==> config.mk <==
export PLATFORM = sky130hd
export DESIGN_NAME = evtSramWriter
export DESIGN_NICKNAME = d
export VERILOG_FILES = /design/src/rtl/evtw_pkg.sv /design/src/rtl/evtw_ctrl.sv /design/src/rtl/evtw_datapath.sv /design/src/rtl/evtSramWriter.sv
export SDC_FILE = /design/constraint.sdc
export NUM_CORES = 1
export LEC_CHECK = 0
export ABC_AREA = 1
export BUFFER_PORTS_ARGS = -buffer_cell sky130_fd_sc_hd__buf_2
export CAP_MARGIN = 20
export CORE_MARGIN = 10
export CORE_UTILIZATION = 25
export DETAILED_ROUTE_END_ITERATION = 8
export SLEW_MARGIN = 25
export SYNTH_ARGS = -nofsm -noshare
export SYNTH_HDL_FRONTEND = slang
export SYNTH_SLANG_ARGS = --single-unit
==> constraint.sdc <==
create_clock -name clk -period 4.28 [get_ports clk]
set_input_delay 0.428 -clock clk [delete_from_list [all_inputs] [get_ports clk]]
set_output_delay 0.428 -clock clk [all_outputs]
set_load 0.02 [all_outputs]
==> src/rtl/evtw_pkg.sv <==
package evtw_pkg;
  localparam int SEL_BITS = 4;

  typedef struct packed {
    logic                loadEvt;
    logic                advByte;
    logic                finishEvt;
    logic [SEL_BITS-1:0] byteSel;
  } wrStrobe_t;
endpackage

==> src/rtl/evtw_ctrl.sv <==
module evtw_ctrl
  import evtw_pkg::*;
#(
  parameter int PULSE_CYC = 4,
  parameter int NBYTES    = 4
) (
  input  logic       clk,
  input  logic       rstN,
  input  logic       fifoEmpty,
  input  logic       memFull,
  output logic       fifoPop,
  output wrStrobe_t  ctl,
  output logic       weN,
  output logic       ceN
);
  localparam int PCW = $clog2(PULSE_CYC + 1);

  typedef enum logic [1:0] {ST_IDLE, ST_SETUP, ST_STROBE, ST_HOLD} wrState_e;

  wrState_e            state;
  logic [PCW-1:0]      pulseCnt;
  logic [SEL_BITS-1:0] byteCnt;
  logic                lastByte;

  assign lastByte = (byteCnt == SEL_BITS'(NBYTES - 1));

  always_ff @(posedge clk) begin
    if (!rstN) begin
      state    <= ST_IDLE;
      pulseCnt <= '0;
      byteCnt  <= '0;
    end else begin
      case (state)
        ST_IDLE: begin
          byteCnt <= '0;
          if (!fifoEmpty && !memFull) state <= ST_SETUP;
        end
        ST_SETUP: begin
          pulseCnt <= '0;
          state    <= ST_STROBE;
        end
        ST_STROBE: begin
          if (pulseCnt == PCW'(PULSE_CYC - 1)) state <= ST_HOLD;
          else pulseCnt <= pulseCnt + 1'b1;
        end
        default: begin
          if (lastByte) state <= ST_IDLE;
          else begin
            byteCnt <= byteCnt + 1'b1;
            state   <= ST_SETUP;
          end
        end
      endcase
    end
  end

  always_comb begin
    fifoPop       = (state == ST_IDLE) && !fifoEmpty && !memFull;
    ctl.loadEvt   = fifoPop;
    ctl.advByte   = (state == ST_HOLD);
    ctl.finishEvt = (state == ST_HOLD) && lastByte;
    ctl.byteSel   = byteCnt;
    weN           = (state != ST_STROBE);
    ceN           = (state == ST_IDLE);
  end

  // a pop needs a non-empty FIFO and free memory
  p_pop_guard_r2: assert property (@(posedge clk) disable iff (!rstN)
    fifoPop |-> (!fifoEmpty && !memFull));

  // never two pops in a row
  p_pop_single_r2: assert property (@(posedge clk) disable iff (!rstN)
    fifoPop |=> !fifoPop);
endmodule

==> src/rtl/evtw_datapath.sv <==
module evtw_datapath
  import evtw_pkg::*;
#(
  parameter int EVT_W  = 32,
  parameter int BYTE_W = 8,
  parameter int ADDR_W = 17
) (
  input  logic                clk,
  input  logic                rstN,
  input  wrStrobe_t           ctl,
  input  logic [EVT_W-1:0]    evtIn,
  output logic [ADDR_W-1:0]   addr,
  output logic [BYTE_W-1:0]   dataOut,
  output logic                full,
  output logic [ADDR_W-$clog2(EVT_W/BYTE_W):0] count
);
  localparam int NBYTES = EVT_W / BYTE_W;
  localparam int CNT_W  = ADDR_W - $clog2(NBYTES) + 1;
  localparam logic [ADDR_W-1:0] ADDR_LAST = '1;

  logic [EVT_W-1:0]  evtReg;
  logic [BYTE_W-1:0] lane [NBYTES];

  for (genvar g = 0; g < NBYTES; g++) begin : g_lane
    assign lane[g] = evtReg[g*BYTE_W +: BYTE_W];
  end

  always_comb begin
    dataOut = lane[0];
    for (int i = 1; i < NBYTES; i++)
      if (ctl.byteSel == SEL_BITS'(i)) dataOut = lane[i];
  end

  always_ff @(posedge clk) begin
    if (!rstN) begin
      evtReg <= '0;
      addr   <= '0;
      full   <= 1'b0;
      count  <= '0;
    end else begin
      if (ctl.loadEvt) evtReg <= evtIn;
      if (ctl.advByte) begin
        if (addr == ADDR_LAST) full <= 1'b1;
        else addr <= addr + 1'b1;
      end
      if (ctl.finishEvt) count <= count + CNT_W'(1);
    end
  end

  // full flag never clears
  p_full_sticky_r8: assert property (@(posedge clk) disable iff (!rstN)
    full |=> full);

  // one address step per byte below the top
  p_addr_step_r6: assert property (@(posedge clk) disable iff (!rstN)
    (ctl.advByte && addr != ADDR_LAST) |=> addr == $past(addr) + 1'b1);

  // count steps exactly on event completion
  p_count_step_r7: assert property (@(posedge clk) disable iff (!rstN)
    ctl.finishEvt |=> count == $past(count) + CNT_W'(1));
endmodule

==> src/rtl/evtSramWriter.sv <==
module evtSramWriter
  import evtw_pkg::*;
#(
  parameter int EVT_W     = 32,
  parameter int BYTE_W    = 8,
  parameter int ADDR_W    = 17,
  parameter int PULSE_CYC = 4
) (
  input  logic                clk,
  input  logic                rstN,
  input  logic                fifoEmpty,
  input  logic [EVT_W-1:0]    fifoData,
  output logic                fifoPop,
  output logic [ADDR_W-1:0]   sramAddr,
  output logic [BYTE_W-1:0]   sramData,
  output logic                sramWeN,
  output logic                sramCeN,
  output logic                memFull,
  output logic [ADDR_W-$clog2(EVT_W/BYTE_W):0] evtCount
);
  localparam int NBYTES = EVT_W / BYTE_W;
  localparam int WCW    = $clog2(PULSE_CYC + 2) + 1;

  wrStrobe_t ctl;

  evtw_ctrl #(.PULSE_CYC(PULSE_CYC), .NBYTES(NBYTES)) u_ctrl (
    .clk(clk), .rstN(rstN), .fifoEmpty(fifoEmpty), .memFull(memFull),
    .fifoPop(fifoPop), .ctl(ctl), .weN(sramWeN), .ceN(sramCeN)
  );

  evtw_datapath #(.EVT_W(EVT_W), .BYTE_W(BYTE_W), .ADDR_W(ADDR_W)) u_dp (
    .clk(clk), .rstN(rstN), .ctl(ctl), .evtIn(fifoData),
    .addr(sramAddr), .dataOut(sramData), .full(memFull), .count(evtCount)
  );

  // strobe-width observer for the checks below
  logic [WCW-1:0] weLowCnt;
  always_ff @(posedge clk) begin
    if (!rstN) weLowCnt <= '0;
    else if (!sramWeN) weLowCnt <= weLowCnt + 1'b1;
    else weLowCnt <= '0;
  end

  // strobe lasts exactly PULSE_CYC clocks
  p_we_width_r4: assert property (@(posedge clk) disable iff (!rstN)
    $rose(sramWeN) |-> weLowCnt == WCW'(PULSE_CYC));

  // setup clock before the strobe
  p_setup_r5: assert property (@(posedge clk) disable iff (!rstN)
    $fell(sramWeN) |-> ($stable(sramAddr) && $stable(sramData) && !sramCeN && $past(!sramCeN)));

  // stable throughout the strobe
  p_strobe_stable_r5: assert property (@(posedge clk) disable iff (!rstN)
    (!sramWeN && $past(!sramWeN)) |-> ($stable(sramAddr) && $stable(sramData)));

  // hold clock after the strobe
  p_hold_r5: assert property (@(posedge clk) disable iff (!rstN)
    $rose(sramWeN) |-> ($stable(sramAddr) && $stable(sramData) && !sramCeN));

  // no pop once memory is full
  p_no_pop_full_r8: assert property (@(posedge clk) disable iff (!rstN)
    memFull |-> !fifoPop);
endmodule

## Word-level counts from Yosys, hierarchy flattened

Index checks and enable logic that the tools add are counted.

- Flip-flop bits (word level): 75
- Latch bits: 0
- RAM bits: 0
- ROM bits: 0
- Input bits: 35
- Output and inout port bits: 45
- Logic and storage cells: 51
- Memories: 0

- $add $sub $neg: 4
- $mul: 0
- Div/mod/pow operators: 0
- Order comparisons: 0
- Eq/ne operators: 13
- Shift operators: 0
- Muxes and demuxes: 11
- Bitwise gates (word level): 2
- Reductions and logical operators: 14

Operators with widths:

| operator | count |
|---|---|
| 8-bit two-way mux | 3 |
| 17-bit by 1-bit adder with 17-bit output (second input constant) | 1 |
| 17-bit == test (second input constant) | 1 |
| 16-bit by 1-bit adder with 16-bit output (second input constant) | 1 |
| 2-bit AND reduction | 5 |
| 4-bit by 2-bit == test with 1-bit output (second input constant) | 2 |
| 4-bit one-hot mux with 2 select lines | 1 |
| 2-bit inequality test (second input constant) | 3 |
| 2-bit one-hot mux with 3 select lines | 1 |
| 3-bit one-hot mux with 2 select lines | 1 |
| 4-bit by 1-bit adder with 4-bit output (second input constant) | 1 |
| 2-bit == test (second input constant) | 2 |
| 4-bit by 1-bit == test with 1-bit output (second input constant) | 1 |
| 1-bit logical AND | 4 |
| 2-bit two-way mux | 2 |
| 4-bit two-way mux | 1 |
| 2-bit by 1-bit inequality test with 1-bit output (second input constant) | 2 |
| 3-bit by 1-bit adder with 3-bit output (second input constant) | 1 |
| 3-bit by 2-bit == test with 1-bit output (second input constant) | 1 |
| 3-bit two-way mux | 1 |
| 2-bit by 1-bit == test with 1-bit output (second input constant) | 1 |
| 1-bit zero test | 2 |
| 2-bit zero test | 1 |
| 1-bit NOT | 2 |
| 3 further kinds | 3 |

## Depth between registers and ports, before layout

Gate-level depths: netlist of run 1.

- Depth in word-level cells: 4
- Gate-level depth with buffers: 13
- Gate-level depth less buffers: 13

## Hierarchy

Synthesis of run 1 repeated with hierarchy kept, for this count alone.

- Cell total of the unflattened synthesis: 544
- Area, all modules: 3644.7 sq um

Modules (own cells, without submodules):

| module | instances | cells an instance | area an instance (sq um) | sequential area each (sq um) |
|---|---|---|---|---|
| evtw_datapath | 1 | 456 | 3044.2 | 1321.3 |
| evtw_ctrl | 1 | 88 | 600.6 | 180.2 |

## Worst setup path after synthesis of run 1

No wires, ideal clock.

- Path kind: register to output
- From: register u_ctrl.byteCnt[0]
- To: output port sramData[3]
- Data arrival time: 1522 ps
- Data required time: 3852 ps
- Path slack: 2330 ps
- Stages on the path, launching flop included: 6
- Path buffers: 1
- Cell sequence: dfxtp_1 ha_1 nand2_1 buf_4 clkinv_1 o21ai_0

- Word-level cells in the longest chain between the ends: 4
- Elaborated cells between the ends (all ways): 6
- Classes of those cells: eq/ne (3); mux (3)

RTL lines:

| item | line | source |
|---|---|---|
| start: declaration | evtw_ctrl.sv:22 | `logic [SEL_BITS-1:0] byteCnt;` |
| start signal: assignment | evtw_ctrl.sv:49 | `byteCnt <= byteCnt + 1'b1;` |
| 4-bit by 1-bit == test with 1-bit output | evtw_datapath.sv:31 | `if (ctl.byteSel == SEL_BITS'(i)) dataOut = lane[i];` |
| 8-bit two-way mux (2 in a row) | evtw_datapath.sv:31 |  |
| 8-bit two-way mux * | evtw_datapath.sv:31 |  |
| end: declaration | evtSramWriter.sv:15 | `output logic [BYTE_W-1:0] sramData,` |

Mark *: on every way between the ends. The rest lies on a longest branch, timed or not.

## Worst setup path in the final report of run 1

- From: register u_ctrl.state[0]
- To: output port fifoPop

- Word-level cells in the longest chain between the ends: 3

RTL lines:

| item | line | source |
|---|---|---|
| start: declaration | evtw_ctrl.sv:20 | `wrState_e state;` |
| start signal: assignment | evtw_ctrl.sv:29 | `state <= ST_IDLE;` |
| start signal: assignment | evtw_ctrl.sv:36 | `if (!fifoEmpty && !memFull) state <= ST_SETUP;` |
| start signal: assignment | evtw_ctrl.sv:40 | `state <= ST_STROBE;` |
| 2-bit zero test | evtw_ctrl.sv:58 | `fifoPop = (state == ST_IDLE) && !fifoEmpty && !memFull;` |
| 1-bit logical AND (2 in a row) | evtw_ctrl.sv:58 |  |
| end: declaration | evtSramWriter.sv:13 | `output logic fifoPop,` |

No other way between the ends.

==> impl_metrics.ini, run 1 <==
[global_routing]
grt_pass1_wl_um = 16100
grt_max_degree = 41
grt_overflow = 0
grt_pass1_vias = 3248
grt_usage = 0.0976
grt_antenna_before_repair = 0

[timing]
tightestPinTransition_ns = 0.686
slew_headroom = 0.540
hold_viol = 0
final-max-slew-violation-count = 0
max_freq_ghz = 0.341
tns_ns = 0
hold_ws_ns = 0.342
finalSetupViolations = 0
rsz0062_at_grt = no
fin_crit_sh = 0.686
skew_ns = 0.00829
finalWorstSetupSlack_ns = 1.34
layout_min_cycle_time_ns = 2.94

[run_status]
outcome = completed

[yosys]
syn_area_mm2 = 0.00361
yosys_warnings = 0
synthArstFlopShare = 0
seq_area_frac_synth = 0.416
ys_types = 26
ys_seq_elements = 75
ys.flop_type = dfxtp_1
syn_area_per_cell_um2 = 6.78
synthCells = 533
synth_edf_count = 0
syn_nets = 581

[place]
place_ws_ns = 1.64
place.gp.congestion = 0.802
dp_hpwl_um = 7290
portBuffers = 79

[critical_path]
cpPeakStageDelay_ns = 0.65
endpoint_kind = primary output
crit_required_ns = 3.85
critPathSlowestCell = clkinv_1
cp-start-kind = flop
crit_fanout = 40
worstSetupPathType = reg -> out
arrival_ns = 2.51
crit_chain = inv_1 -> ha_1 -> nand2_1 -> buf_4 -> clkinv_1 -> buf_2

[cts]
clock-root-buffer = clkbuf_16
post_cts_resized = 0
cts_buffers = 9
ctsHoldBuffers = 0
cts_tree = built
post-cts-setup-buffers = 0
clkLatencyLatePin_ns = 0.34
clock_sinks = 75
clk_pin_slew_worst_paths_ns = 0.07
htreeDepth = 3
clockBufferDepth = 2

[routing]
drtIter0Drc = 179
drt_wl_total_um = 9770
first_pass_iters = 4
via_count = 3414
viasPerCell = 4.31
detail_route.wl_per_cell_um = 12.3
drc_errors = 0
ant_nets = 0

[die]
pin_count = 80
fp.dieW_um = 140
die_h_um = 140
die_area_mm2 = 0.0197
num_rows = 43
initial_core_util = 0.257
core_area_mm2 = 0.0140

[pwr]
vdd_drop_max_mv = 0.184
leakage_nw = 2.06
powerDensity_mw_per_mm2 = 512

[run]
maxCapViolCount = 0

[cells_and_area]
drive_gt1_frac = 0.168
syn2layout_area_growth_pct = 23.8
fin_nets = 656
multiInputGateArea_mm2 = 0.00179
num-fill-cells = 1538
utilization = 0.319
diodes = 0
seqCellArea_mm2 = 0.00150

[hold_path]
hold_path_class = in -> reg
power by group:
| part | total (W) | switching, W | internal, W | leakage (nW) |
|---|---|---|---|---|
| Combinational | 0.000640 | 0.000429 | 0.000211 | 1.30 |
| Clock | 0.000785 | 0.000324 | 0.000461 | 0.147 |
| Sequential | 0.000863 | 0.0000570 | 0.000806 | 0.612 |
| Total | 0.00229 | 0.000810 | 0.00148 | 2.06 |
metal layers:
metal,up-vias,routed length [um],GRT usage
met5,-,0,0
met4,0,138,0.0304
met3,13,614,0.0335
met2,77,4140,0.146
met1,1477,4880,0.129
li1,1847,-,-
worst paths after layout:
kind	from	end	slack [ns]	cells past startpoint
setup / recovery	u_ctrl.state[0]	fifoPop	1.34	6
hold / removal	fifoData[26]	u_dp.evtReg[26]	0.34	3
setup reg to reg	u_ctrl.state[0]	u_dp.evtReg[18]	2.05	7
hold reg to reg	u_ctrl.pulseCnt[0]	u_ctrl.pulseCnt[0]	0.46	1
worst max-delay path: cells and delay by family (launching register included):
kind | cells | cell delay, ns
adders and majority gates | 1 | 0.25
buffers and inverters | 4 | 1.44
DFF | 1 | 0.39
and+or+nand+nor | 1 | 0.08
synth_stat cells (2+ instances only):
master / number / area [um^2]
dfxtp_1: 75 / 1500
nor3_1: 6 / 30.0
o211ai_1: 7 / 52.6
o21ai_0: 58 / 290
nor2_4: 3 / 33.8
clkbuf_1: 10 / 37.5
ha_1: 13 / 163
nand3_1: 25 / 125
clkinv_1: 2 / 7.51
a31oi_1: 2 / 12.5
a21oi_1: 30 / 150
xor2_1: 2 / 17.5
nand4_1: 7 / 43.8
inv_1: 61 / 229
nand2_1: 106 / 398
buf_2: 5 / 25.0
nor2_1: 112 / 420
area by class of cell:
| class | instances | share of cell area |
|---|---|---|
| clock buffer | 9 | 0.0503 |
| clock inverter | 7 | 0.0182 |
| inverter | 63 | 0.0529 |
| multi-input combinational | 378 | 0.401 |
| sequential | 75 | 0.336 |
| tap | 180 | 0.0503 |
| timing repair buffer | 81 | 0.0917 |
logic make-up (layout without fill, tap and decap cells):
logic type | Yosys count | count (layout) | synth area share
AO/OA/AOI/OAI | 99 | 99 | 0.144
XOR/XNOR | 2 | 2 | 0.00485
adder cells (fa/ha/maj) | 13 | 13 | 0.0450
buffers and inverters | 80 | 160 | 0.0880
flip-flops | 75 | 75 | 0.416
AND/OR/NAND/NOR | 264 | 264 | 0.303
flip-flops by register name, indices dropped and copies added (netlist names):
| name | cells |
|---|---|
| u_ctrl.byteCnt | 4 |
| u_ctrl.pulseCnt | 3 |
| u_ctrl.state | 2 |
| u_dp.addr | 17 |
| u_dp.count | 16 |
| u_dp.evtReg | 32 |
| u_dp.full | 1 |
per-stage QoR:
stage	area (um^2)	instances	power (W)
global placement	4170	777	0.00152
CTS	4470	793	0.00232
floorplan	3610	533	0.00134
finish	4470	793	0.00229
detailed placement	4170	777	0.00153
global route	4470	793	0.00245
placed cells by master, fill, tap and decap left out, drive strengths merged:
master / instances
a21oi: 30
o22ai: 1
nor3: 6
o21ai: 58
a31oi: 2
dfxtp: 75
nor4: 1
buf: 81
clkbuf: 9
and3: 1
o21bai: 1
xor2: 2
nor2: 116
clkinvlp: 1
clkinv: 3
nand4: 7
o211ai: 7
bufinv: 1
ha: 13
nand3: 26
nand2: 107
inv: 65
Power figures use the tool's default switching activity.
==> run 2: changes to the inputs <==
Clock period 4.28 ns to 2.82 ns, I/O delays scaled along.
==> run 2 against run 1 <==
Compared with the run above: clock power grew 68%; cell count grew 0.13%; critical endpoint is now sramData[3]; wire length grew 0.14%; worst hold slack lost 0.15 ns; largest power group unchanged.
==> impl_metrics.ini, run 2 (synthesized netlist as in run 1, its figures left out) <==
[run_status]
outcome = completed

[global_routing]
grt_max_degree = 64
grt_antenna_before_repair = 0
grt_pass1_vias = 3213
grt_overflow = 0
grt_pass1_wl_um = 16200
grt_usage = 0.0998

[place]
dp_hpwl_um = 7390
place_ws_ns = 0.802
place.gp.congestion = 0.804
dp.cells = 778
portBuffers = 79

[routing]
first_pass_iters = 4
drtIter0Drc = 158
via_count = 3475
viasPerCell = 4.38
drt_wl_total_um = 9780
drc_errors = 0
ant_nets = 0
detail_route.wl_per_cell_um = 12.3

[cells_and_area]
num-fill-cells = 1528
syn2layout_area_growth_pct = 25.0
diodes = 0
top_register = u_dp.evtReg
largestRegisters = u_dp.evtReg x32, u_dp.addr x17, u_dp.count x16
final_cell_mix = 112 x nor2_1, 106 x nand2_1, 79 x buf_2, 75 x dfxtp_1, 61 x inv_1
fin_cells = 794
layout_commonest_cell = nor2_1
fin_nets = 657
largest_register_ffs = 32
drive_gt1_frac = 0.169

[die]
initial_core_util = 0.257
die_h_um = 140
num_rows = 43
fp.dieW_um = 140
die_area_mm2 = 0.0197
pin_count = 80
core_area_mm2 = 0.0140

[critical_path]
critPathSlowestCell = dfxtp_1
crit_fanout = 11
crit_buf_inv = 2
cp_top_family = buffers and inverters
crit_required_ns = 2.54
crit_chain = ha_1 -> nand2_1 -> clkinv_1 -> o21ai_0 -> buf_2
reg2reg_depth = 12
worstSetupPathType = reg -> out
endpoint_kind = primary output
cpPeakStageDelay_ns = 0.33
cp-start-kind = flop
arrival_ns = 1.98
cp_num_cells = 5

[cts]
clkLatencyLatePin_ns = 0.34
post-cts-setup-buffers = 0
clk_pin_slew_worst_paths_ns = 0.06
ctsHoldBuffers = 0
htreeDepth = 3
cts_tree = built
clockBufferDepth = 2
post_cts_resized = 0
clock_sinks = 75
cts_buffers = 9
clock-root-buffer = clkbuf_16

[timing]
fin_crit_sh = 0.803
final-max-slew-violation-count = 0
tns_ns = 0
hold_viol = 0
slew_headroom = 0.603
skew_ns = 0.00501
tightestPinTransition_ns = 0.595
max_freq_ghz = 0.442
rsz0062_at_grt = no
finalWorstSetupSlack_ns = 0.555
layout_min_cycle_time_ns = 2.26
finalSetupViolations = 0

[pwr]
leakage_nw = 2.08
total_power_w = 0.00361
powerDensity_mw_per_mm2 = 800
vdd_drop_max_mv = 0.408

[hold_path]
whs_path_depth = 3
hold_path_class = in -> reg

[run]
maxCapViolCount = 0
[run 2: cell count changes in the layout (fill, tap and decap cells not counted)]
cell       before  now
inv_6           4    0
bufinv_16       1    3
clkinv_2        0    2
buf_4           2    3
[run 2: tightest hold or removal path: cells and delay by family]
family | cells | cell delay [ns]
AO/OA/AOI/OAI | 1 | 0.07
buffers and inverters | 1 | 0.08
AND/OR/NAND/NOR | 1 | 0.07
[run 2: worst paths after layout]
check / start / to / slack (ns)
min: fifoData[19] / u_dp.evtReg[19] / 0.20
max reg2reg: u_dp.addr[3] / u_dp.addr[13] / 0.81
max: u_ctrl.byteCnt[0] / sramData[3] / 0.56
min reg2reg: u_dp.evtReg[6] / u_dp.evtReg[6] / 0.46
[run 2: per-layer routing]
metal | wire (um) | global-route usage | vias up
met3 | 707 | 0.0470 | 8
met4 | 90 | 0.0299 | 0
met2 | 4240 | 0.149 | 73
met1 | 4750 | 0.124 | 1539
met5 | 0 | 0 | -
li1 | - | - | 1855
[run 2: cell type report]
class                      count  area [um^2]  area share
multi-input combinational    378         1790       0.397
sequential                    75         1500       0.333
timing repair buffer          82          418      0.0925
inverter                      63          236      0.0524
clock buffer                   9          225      0.0499
tap                          180          225      0.0499
clock inverter                 7          116      0.0258
[run 2: report_power, final]
group          internal [W]  switching (W)  leakage [nW]
clock network      0.000862       0.000455         0.165
logic              0.000325       0.000655          1.31
registers           0.00122      0.0000922         0.612
total               0.00241        0.00120          2.08
[run 2: metrics by stage]
stage | utilization | hold WS (ns) | instance area, um^2
after floorplan | - | 0.430 | 3610
after global placement | 0.297 | 0.453 | 4170
after detailed placement | 0.297 | 0.459 | 4170
after CTS | 0.322 | 0.188 | 4520
after global routing | 0.322 | 0.204 | 4520
final | 0.322 | 0.197 | 4520
